### config.mk
export PLATFORM = sky130hd
export DESIGN_NAME = dac_seq_ctrl
export DESIGN_NICKNAME = d
export VERILOG_FILES = /design/src/rtl/dac_seq_ctrl.sv
export SDC_FILE = /design/constraint.sdc
export NUM_CORES = 1
export LEC_CHECK = 0
export ABC_CLOCK_PERIOD_IN_PS = 1900
export CORE_MARGIN = 5
export CORE_UTILIZATION = 40
export DETAILED_ROUTE_END_ITERATION = 12
export DONT_BUFFER_PORTS = 1
export GPL_TIMING_DRIVEN = 1
export MAX_ROUTING_LAYER = met4
export PLACE_DENSITY_LB_ADDON = 0.3
export SLEW_MARGIN = 10
export SYNTH_ARGS = -nofsm -noshare
export SYNTH_HDL_FRONTEND = slang
export SYNTH_SLANG_ARGS = --single-unit
export TNS_END_PERCENT = 50
### constraint.sdc
create_clock -name clk -period 1.9 [get_ports clk]
set_clock_uncertainty 0.1 [all_clocks]
set_input_delay 0.285 -clock clk [delete_from_list [all_inputs] [get_ports clk]]
set_output_delay 0.285 -clock clk [all_outputs]
set_load 0.03 [all_outputs]
### src/rtl/dac_seq_ctrl.sv
module dac_seq_ctrl #(
  parameter int ADDR_W   = 6,
  parameter int SETTLE_W = 10
) (
  input  logic              clk,
  input  logic              rst_n,
  input  logic              psel,
  input  logic              penable,
  input  logic              pwrite,
  input  logic [ADDR_W-1:0] paddr,
  input  logic [31:0]       pwdata,
  output logic [31:0]       prdata,
  input  logic              ext_pin,
  input  logic [3:0]        timer_trig,
  input  logic [1:0]        pwm_trig,
  output logic [11:0]       dac_code,
  output logic              dac_enable,
  output logic              buffer_off,
  output logic              irq,
  output logic              dma_req
);
  localparam logic [ADDR_W-1:0] A_CTRL = ADDR_W'(6'h00);
  localparam logic [ADDR_W-1:0] A_SWT  = ADDR_W'(6'h04);
  localparam logic [ADDR_W-1:0] A_HOLD = ADDR_W'(6'h08);
  localparam logic [ADDR_W-1:0] A_OUT  = ADDR_W'(6'h0C);
  localparam logic [ADDR_W-1:0] A_STAT = ADDR_W'(6'h10);
  localparam logic [ADDR_W-1:0] A_SET  = ADDR_W'(6'h14);
  localparam logic [15:0] CTRL_MASK = 16'hF5FF;

  logic [15:0]         ctrl_q, hold_q;
  logic [11:0]         dout_q;
  logic [SETTLE_W-1:0] settle_q, cnt_q;
  logic busy_q, fin_q, udr_q, fresh_q, dreq_q, sw_q, dpend_q, pin_q;

  logic       en, ien, dmaen, urien, trgen, lalign;
  logic [2:0] tsel;
  logic [1:0] pmode, bw;
  assign en     = ctrl_q[0];
  assign ien    = ctrl_q[1];
  assign dmaen  = ctrl_q[2];
  assign urien  = ctrl_q[3];
  assign trgen  = ctrl_q[4];
  assign tsel   = ctrl_q[7:5];
  assign lalign = ctrl_q[10];
  assign pmode  = ctrl_q[13:12];
  assign bw     = ctrl_q[15:14];

  logic wr, wr_ctrl, wr_swt, wr_hold, wr_stat, wr_set;
  assign wr      = psel & penable & pwrite;
  assign wr_ctrl = wr && paddr == A_CTRL;
  assign wr_swt  = wr && paddr == A_SWT;
  assign wr_hold = wr && paddr == A_HOLD;
  assign wr_stat = wr && paddr == A_STAT;
  assign wr_set  = wr && paddr == A_SET;

  logic pin_hit, src_hit, trig, start, done;
  logic [11:0] aligned;

  always_comb begin
    case (pmode)
      2'b00:   pin_hit = ~ext_pin;
      2'b01:   pin_hit = ext_pin;
      2'b10:   pin_hit = pin_q & ~ext_pin;
      default: pin_hit = ~pin_q & ext_pin;
    endcase
  end

  always_comb begin
    case (tsel)
      3'd0:    src_hit = sw_q;
      3'd1:    src_hit = pin_hit;
      3'd2:    src_hit = timer_trig[0];
      3'd3:    src_hit = timer_trig[1];
      3'd4:    src_hit = timer_trig[2];
      3'd5:    src_hit = timer_trig[3];
      3'd6:    src_hit = pwm_trig[0];
      default: src_hit = pwm_trig[1];
    endcase
  end

  always_comb begin
    if (bw == 2'b01)
      aligned = {(lalign ? hold_q[15:8] : hold_q[7:0]), 4'h0};
    else
      aligned = lalign ? hold_q[15:4] : hold_q[11:0];
  end

  assign trig  = trgen ? src_hit : dpend_q;
  assign start = en & trig & ~busy_q;
  assign done  = busy_q && cnt_q == settle_q;

  always_ff @(posedge clk or negedge rst_n) begin
    if (!rst_n) begin
      ctrl_q   <= '0;
      hold_q   <= '0;
      settle_q <= '0;
      pin_q    <= 1'b0;
      sw_q     <= 1'b0;
      dpend_q  <= 1'b0;
    end else begin
      pin_q   <= ext_pin;
      sw_q    <= wr_swt & pwdata[0];
      dpend_q <= wr_hold & ~trgen;
      if (wr_ctrl) ctrl_q   <= pwdata[15:0] & CTRL_MASK;
      if (wr_hold) hold_q   <= pwdata[15:0];
      if (wr_set)  settle_q <= pwdata[SETTLE_W-1:0];
    end
  end

  always_ff @(posedge clk or negedge rst_n) begin
    if (!rst_n) begin
      dout_q <= '0;
      busy_q <= 1'b0;
      cnt_q  <= '0;
    end else if (start) begin
      dout_q <= aligned;
      busy_q <= 1'b1;
      cnt_q  <= '0;
    end else if (busy_q) begin
      if (done) busy_q <= 1'b0;
      else      cnt_q  <= cnt_q + 1'b1;
    end
  end

  always_ff @(posedge clk or negedge rst_n) begin
    if (!rst_n) begin
      fin_q   <= 1'b0;
      udr_q   <= 1'b0;
      fresh_q <= 1'b0;
      dreq_q  <= 1'b0;
    end else begin
      if (start)                      fin_q <= 1'b0;
      else if (done)                  fin_q <= 1'b1;
      else if (wr_stat && pwdata[0])  fin_q <= 1'b0;

      if (start && dmaen && !fresh_q) udr_q <= 1'b1;
      else if (wr_stat && pwdata[1])  udr_q <= 1'b0;

      if (wr_hold)    fresh_q <= 1'b1;
      else if (start) fresh_q <= 1'b0;

      if (done && dmaen) dreq_q <= 1'b1;
      else if (wr_hold)  dreq_q <= 1'b0;
    end
  end

  always_comb begin
    case (paddr)
      A_CTRL:  prdata = {16'h0, ctrl_q};
      A_HOLD:  prdata = {16'h0, hold_q};
      A_OUT:   prdata = {20'h0, dout_q};
      A_STAT:  prdata = {23'h0, busy_q, 6'h0, udr_q, fin_q};
      A_SET:   prdata = {{(32-SETTLE_W){1'b0}}, settle_q};
      default: prdata = '0;
    endcase
  end

  assign dac_code   = dout_q;
  assign dac_enable = en;
  assign buffer_off = ctrl_q[8];
  assign dma_req    = dreq_q;
  assign irq        = (fin_q & ien) | (udr_q & urien);
endmodule

# Word-level counts from Yosys, hierarchy flattened
# Cells that the tools add are included.
[op_classes] n_div=0 mux=22 eq_ne=16 addsub=1 bitwise_logic=15 n_lt_le_gt_ge=0 n_reduce_logical=21 multipliers=0 shifts=0
[ops] operator="16-bit one-hot mux with 5 select lines" count=1
[ops] operator="10-bit two-way mux" count=3
[ops] operator="12-bit two-way mux" count=2
[ops] operator="1-bit two-way mux" count=13
[ops] operator="6-bit by 4-bit == test with 1-bit output, second input constant" count=2
[ops] operator="6-bit by 5-bit == test with 1-bit output, second input constant" count=2
[ops] operator="1-bit logical AND" count=11
[ops] operator="10-bit by 1-bit adder with 10-bit output, second input constant" count=1
[ops] operator="1-bit bitwise AND" count=10
[ops] operator="10-bit == test" count=1
[ops] operator="3-bit == test, second input constant" count=3
[ops] operator="8-bit two-way mux" count=1
[ops] operator="2-bit nonzero test" count=4
[ops] operator="1-bit one-hot mux with 7 select lines" count=1
[ops] operator="3-bit by 2-bit == test with 1-bit output, second input constant" count=2
[ops] operator="6-bit by 3-bit == test with 1-bit output, second input constant" count=1
[ops] operator="6-bit zero test" count=1
[ops] operator="2-bit by 1-bit == test with 1-bit output, second input constant" count=2
[ops] operator="1-bit inverter" count=4
[ops] operator="3-bit by 1-bit == test with 1-bit output, second input constant" count=1
[ops] operator="3-bit zero test" count=1
[ops] operator="1-bit one-hot mux with 3 select lines" count=1
[ops] operator="3-bit nonzero test" count=1
[ops] operator="2-bit == test, second input constant" count=1
[ops] operator="5 further kinds" count=5
[word_totals] regBits=70 elab_cells=88 ramBits=0 latchBits=0 n_memories=0 mem_bits_ro=0 inputBits=50

# Longest topological paths before layout
[logic_depth] ltp_word=10 ltp_mapped=8 depth_no_buf=5

# Least setup slack after synthesis
# No wires, ideal clock.
[synth_timing] path_type="input -> output" from="input paddr[3]" to="output prdata[2]" path_stages=6 required_time_ns=1.515 t_arrival_ns=1.847 setup_slack_ns=-0.332 path_cell_list="buf_4 nor4_2 and2_0 buf_2 a22oi_1 o22ai_1"
[synth_between] elab_chain_cells=2
[synth_rtl] element="start, declared" line="10" source="input logic [ADDR_W-1:0] paddr,"
[synth_rtl] element="6-bit by 5-bit == test with 1-bit output, or another cell as far along" line="148" source="case (paddr)"
[synth_rtl] element="16-bit one-hot mux with 5 select lines (*)" line="148"
[synth_rtl] element="end, declared" line="12" source="output logic [31:0] prdata,"
# Every way passes the cells marked *; elsewhere a longest branch is shown, timed or not.

# Final worst setup path
[layout_timing] from="register ctrl_q[13]" to="register dout_q[1], in the netlist dac_code[1]"
[layout_between] elab_chain_cells=6
[layout_rtl] element="start, declared" line="30" source="logic [15:0] ctrl_q, hold_q;"
[layout_rtl] element="start signal, assigned" line="104" source="if (wr_ctrl) ctrl_q <= pwdata[15:0] & CTRL_MASK;"
[layout_rtl] element="2-bit == test, or another cell as far along" line="60" source="case (pmode)"
[layout_rtl] element="1-bit one-hot mux with 3 select lines (*)" line="60"
[layout_rtl] element="1-bit one-hot mux with 7 select lines (*)" line="69" source="case (tsel)"
[layout_rtl] element="1-bit two-way mux (*)" line="88" source="assign trig = trgen ? src_hit : dpend_q;"
[layout_rtl] element="1-bit bitwise AND (*) (2 in series)" line="89" source="assign start = en & trig & ~busy_q;"
[layout_rtl] element="end signal, assigned" line="116" source="dout_q <= aligned;"
[layout_rtl] element="end, declared" line="31" source="logic [11:0] dout_q;"
# Marks and branches as above.
# A chain may end at the register's enable or synchronous reset.

==> run metrics <==
status=finished, violations left; violated checks=negative hold slack, negative setup slack; CTS max path bufs=2; Synth Flop Type=dfrtp_1; share of cells above drive strength 1=0.387; Rows=35; Synth-to-Final Area Change=28.6%; Req. time, crit path=2.05 ns; worst skew pair latency=0.36 ns; Mapped Area=0.00380 mm²; Slew HR=0.662; die width=107 µm; Slew @ Worst Pin=0.506 ns; sequential element share of the synthesized area=0.461; RSZ-0062 raised after global routing=true; Max-Cap Viols=0; CTS clock-pin slew for the worst setup and hold paths=0.08 ns; crit path time final=1.99 ns; Syn Area/Cell=11.2 µm²; routed wl met3=460 µm; dpl cells=496; CTS tree=done; Fin Hold WS=-0.478 ns; vias in the first global route=2951; wire length of the first global-routing pass=15.9 mm; leakage power=2.20 nW; area of the multi-input gates=0.00207 mm²; Syn. warnings=0; Tot GR Track Use=0.184; Worst VDD drop=438 µV; post-synthesis async set-or-reset flop share=1.00; Ports=98; DRC viols=0; f_max=0.504 GHz; Final Hold Viols=70; Startpoint Class=flop; Final Max Tran Viols=0; worst setup margin=-0.0851 ns; largest net degree at the start of global routing=71; pwr/cell area=670 mW/mm²; remaining antenna violation count=0; initial antenna violation count=0; Die Area=0.0115 mm²; HPWL Detailed=7.25 mm; Die H=107 µm; Cells after Synth=340; root buffer cell=clkbuf_8; CP Capture Type=flop; antenna fix cells=0; Core Region=0.00924 mm²; Fillers=805; DR WL met2=5.32 mm; Setup violations, final=13; final net count=454; Hold Path Class=in -> async; commonest non-fill, non-tap cells in the layout=dfrtp_1, mux2_2, buf_4; Post-Route M1 WL=4.40 mm; CTS Buf Count=9; critical path class=reg -> reg; final core occ=0.529; GPL Wtd Cong=0.834; drt pass-1 iters=4; Max Used Layer=met4; port bufs=0; drt first-iter violations=137; FF+latch area=0.00176 mm²; vias=2921; fin crit share=1.04; CTS Hold Bufs=19; total power=3.27 mW; Arr. time, crit path=2.13 ns; final std cells w/o fill=537; Initial Util=0.411; register bit total from synthesis=70; Synth cell types=45; number of synthesized flops with an enable pin=0; Sink Count=70; Avg WL per Cell=19.3 µm; placed instance area=0.00427 mm²; drt via density=5.44; crit-path max FO=7; most common cell after layout, fill and taps aside=dfrtp_1; Final Instance Area=0.00488 mm²; Total Wirelength=10.4 mm; # H-tree levels=3; gr ovfl total=0
-- routing by layer --
metal	global-route usage	vias up
li1	-	1345
met4	0.0676	0
met1	0.215	1486
met2	0.309	77
met5	-	-
met3	0.0456	13
-- worst paths after layout --
check / start / end / slack, ns / cells past startpoint
max: ctrl_q[13] / dac_code[1] / -0.09 / 6
min: rst_n / settle_q[1] / -0.48 / 0
max reg2reg: ctrl_q[13] / dac_code[1] / -0.09 / 6
min reg2reg: udr_q / udr_q / 0.43 / 1
max in group asynchronous: rst_n / settle_q[3] / 2.04 / 0
min in group clk: pwdata[1] / udr_q / 0.03 / 2
-- synth_stat cells, types with 3 or more instances --
cell type,instances,area share
a21oi_1,9,0.012
a221oi_1,6,0.014
a22oi_1,9,0.018
buf_2,8,0.011
buf_4,19,0.038
clkbuf_1,4,0.0040
dfrtp_1,70,0.46
inv_1,6,0.0059
mux2_2,56,0.17
mux2i_1,26,0.069
nand2_1,16,0.016
nand3_1,11,0.014
nand4_1,6,0.0099
nor2_1,20,0.020
nor2b_1,3,0.0049
nor3_1,3,0.0040
o21ai_0,14,0.018
o22ai_1,6,0.0099
o31ai_1,5,0.0099
or3_1,3,0.0049
or4_1,5,0.0099
xnor2_1,10,0.023
-- metrics by stage --
| stage | setup WS [ns] | TNS, ns |
|---|---|---|
| finish | -0.0851 | -0.642 |
| global route | -0.142 | -1.57 |
| CTS | -0.109 | -0.128 |
| detailed placement | -0.0287 | -0.244 |
| global placement | -0.0123 | -0.141 |
| floorplan | -0.0424 | -0.347 |
-- cell families (layout without fill, tap and decap cells) --
| logic type | after synthesis | after routing | share of synthesized area |
|---|---|---|---|
| buffers and inverters | 39 | 92 | 0.0619 |
| AOI/OAI and AO/OA | 58 | 58 | 0.103 |
| xor gates and xnor gates | 11 | 11 | 0.0254 |
| adders and majority gates | 1 | 1 | 0.00329 |
| and+or+nand+nor | 78 | 78 | 0.109 |
| other | 1 | 16 | 0.000987 |
| DFF | 70 | 70 | 0.461 |
| muxes | 82 | 82 | 0.235 |
-- state kept, by name, indices dropped and copies added, names as in the netlist --
| register | flops |
|---|---|
| pin_q | 1 |
| hold_q | 16 |
| dac_code | 12 |
| sw_q | 1 |
| ctrl_q | 14 |
| dpend_q | 1 |
| fresh_q | 1 |
| settle_q | 10 |
| cnt_q | 10 |
| fin_q | 1 |
| dma_req | 1 |
| udr_q | 1 |
| busy_q | 1 |
-- critical path, cell delays in order (launching register included) --
cell and delay [ns]:
dfrtp_1 0.41, a21boi_2 0.16, a22oi_2 0.10, o311a_1 0.35, o21ai_4 0.22, clkbuf_16 0.21
mux2_2 0.33
-- area by class of cell --
cell class	count	share of cell area
multi-input cells	246	0.424
flip-flops and latches	70	0.360
repair buffers	70	0.138
well taps	129	0.0330
clock buffers	9	0.0254
clock inverters	7	0.0154
inverters	6	0.00461
-- where the power goes --
part / internal, mW / total [mW] / switching, mW
clock network: 0.610 / 1.23 / 0.615
logic: 0.204 / 0.421 / 0.218
registers: 1.55 / 1.62 / 0.0721
total: 2.37 / 3.27 / 0.905
-- repair_timing --
action                                  4_1_cts  5_1_grt
cloned                                        0        1
setup buffers                                 3        2
endpoints found under the setup margin       16       24
gates resized for setup                      10       28
hold endpoints to repair                    112       70
pin swaps                                     4        5
No activity file was read; power rests on OpenSTA's default activity.
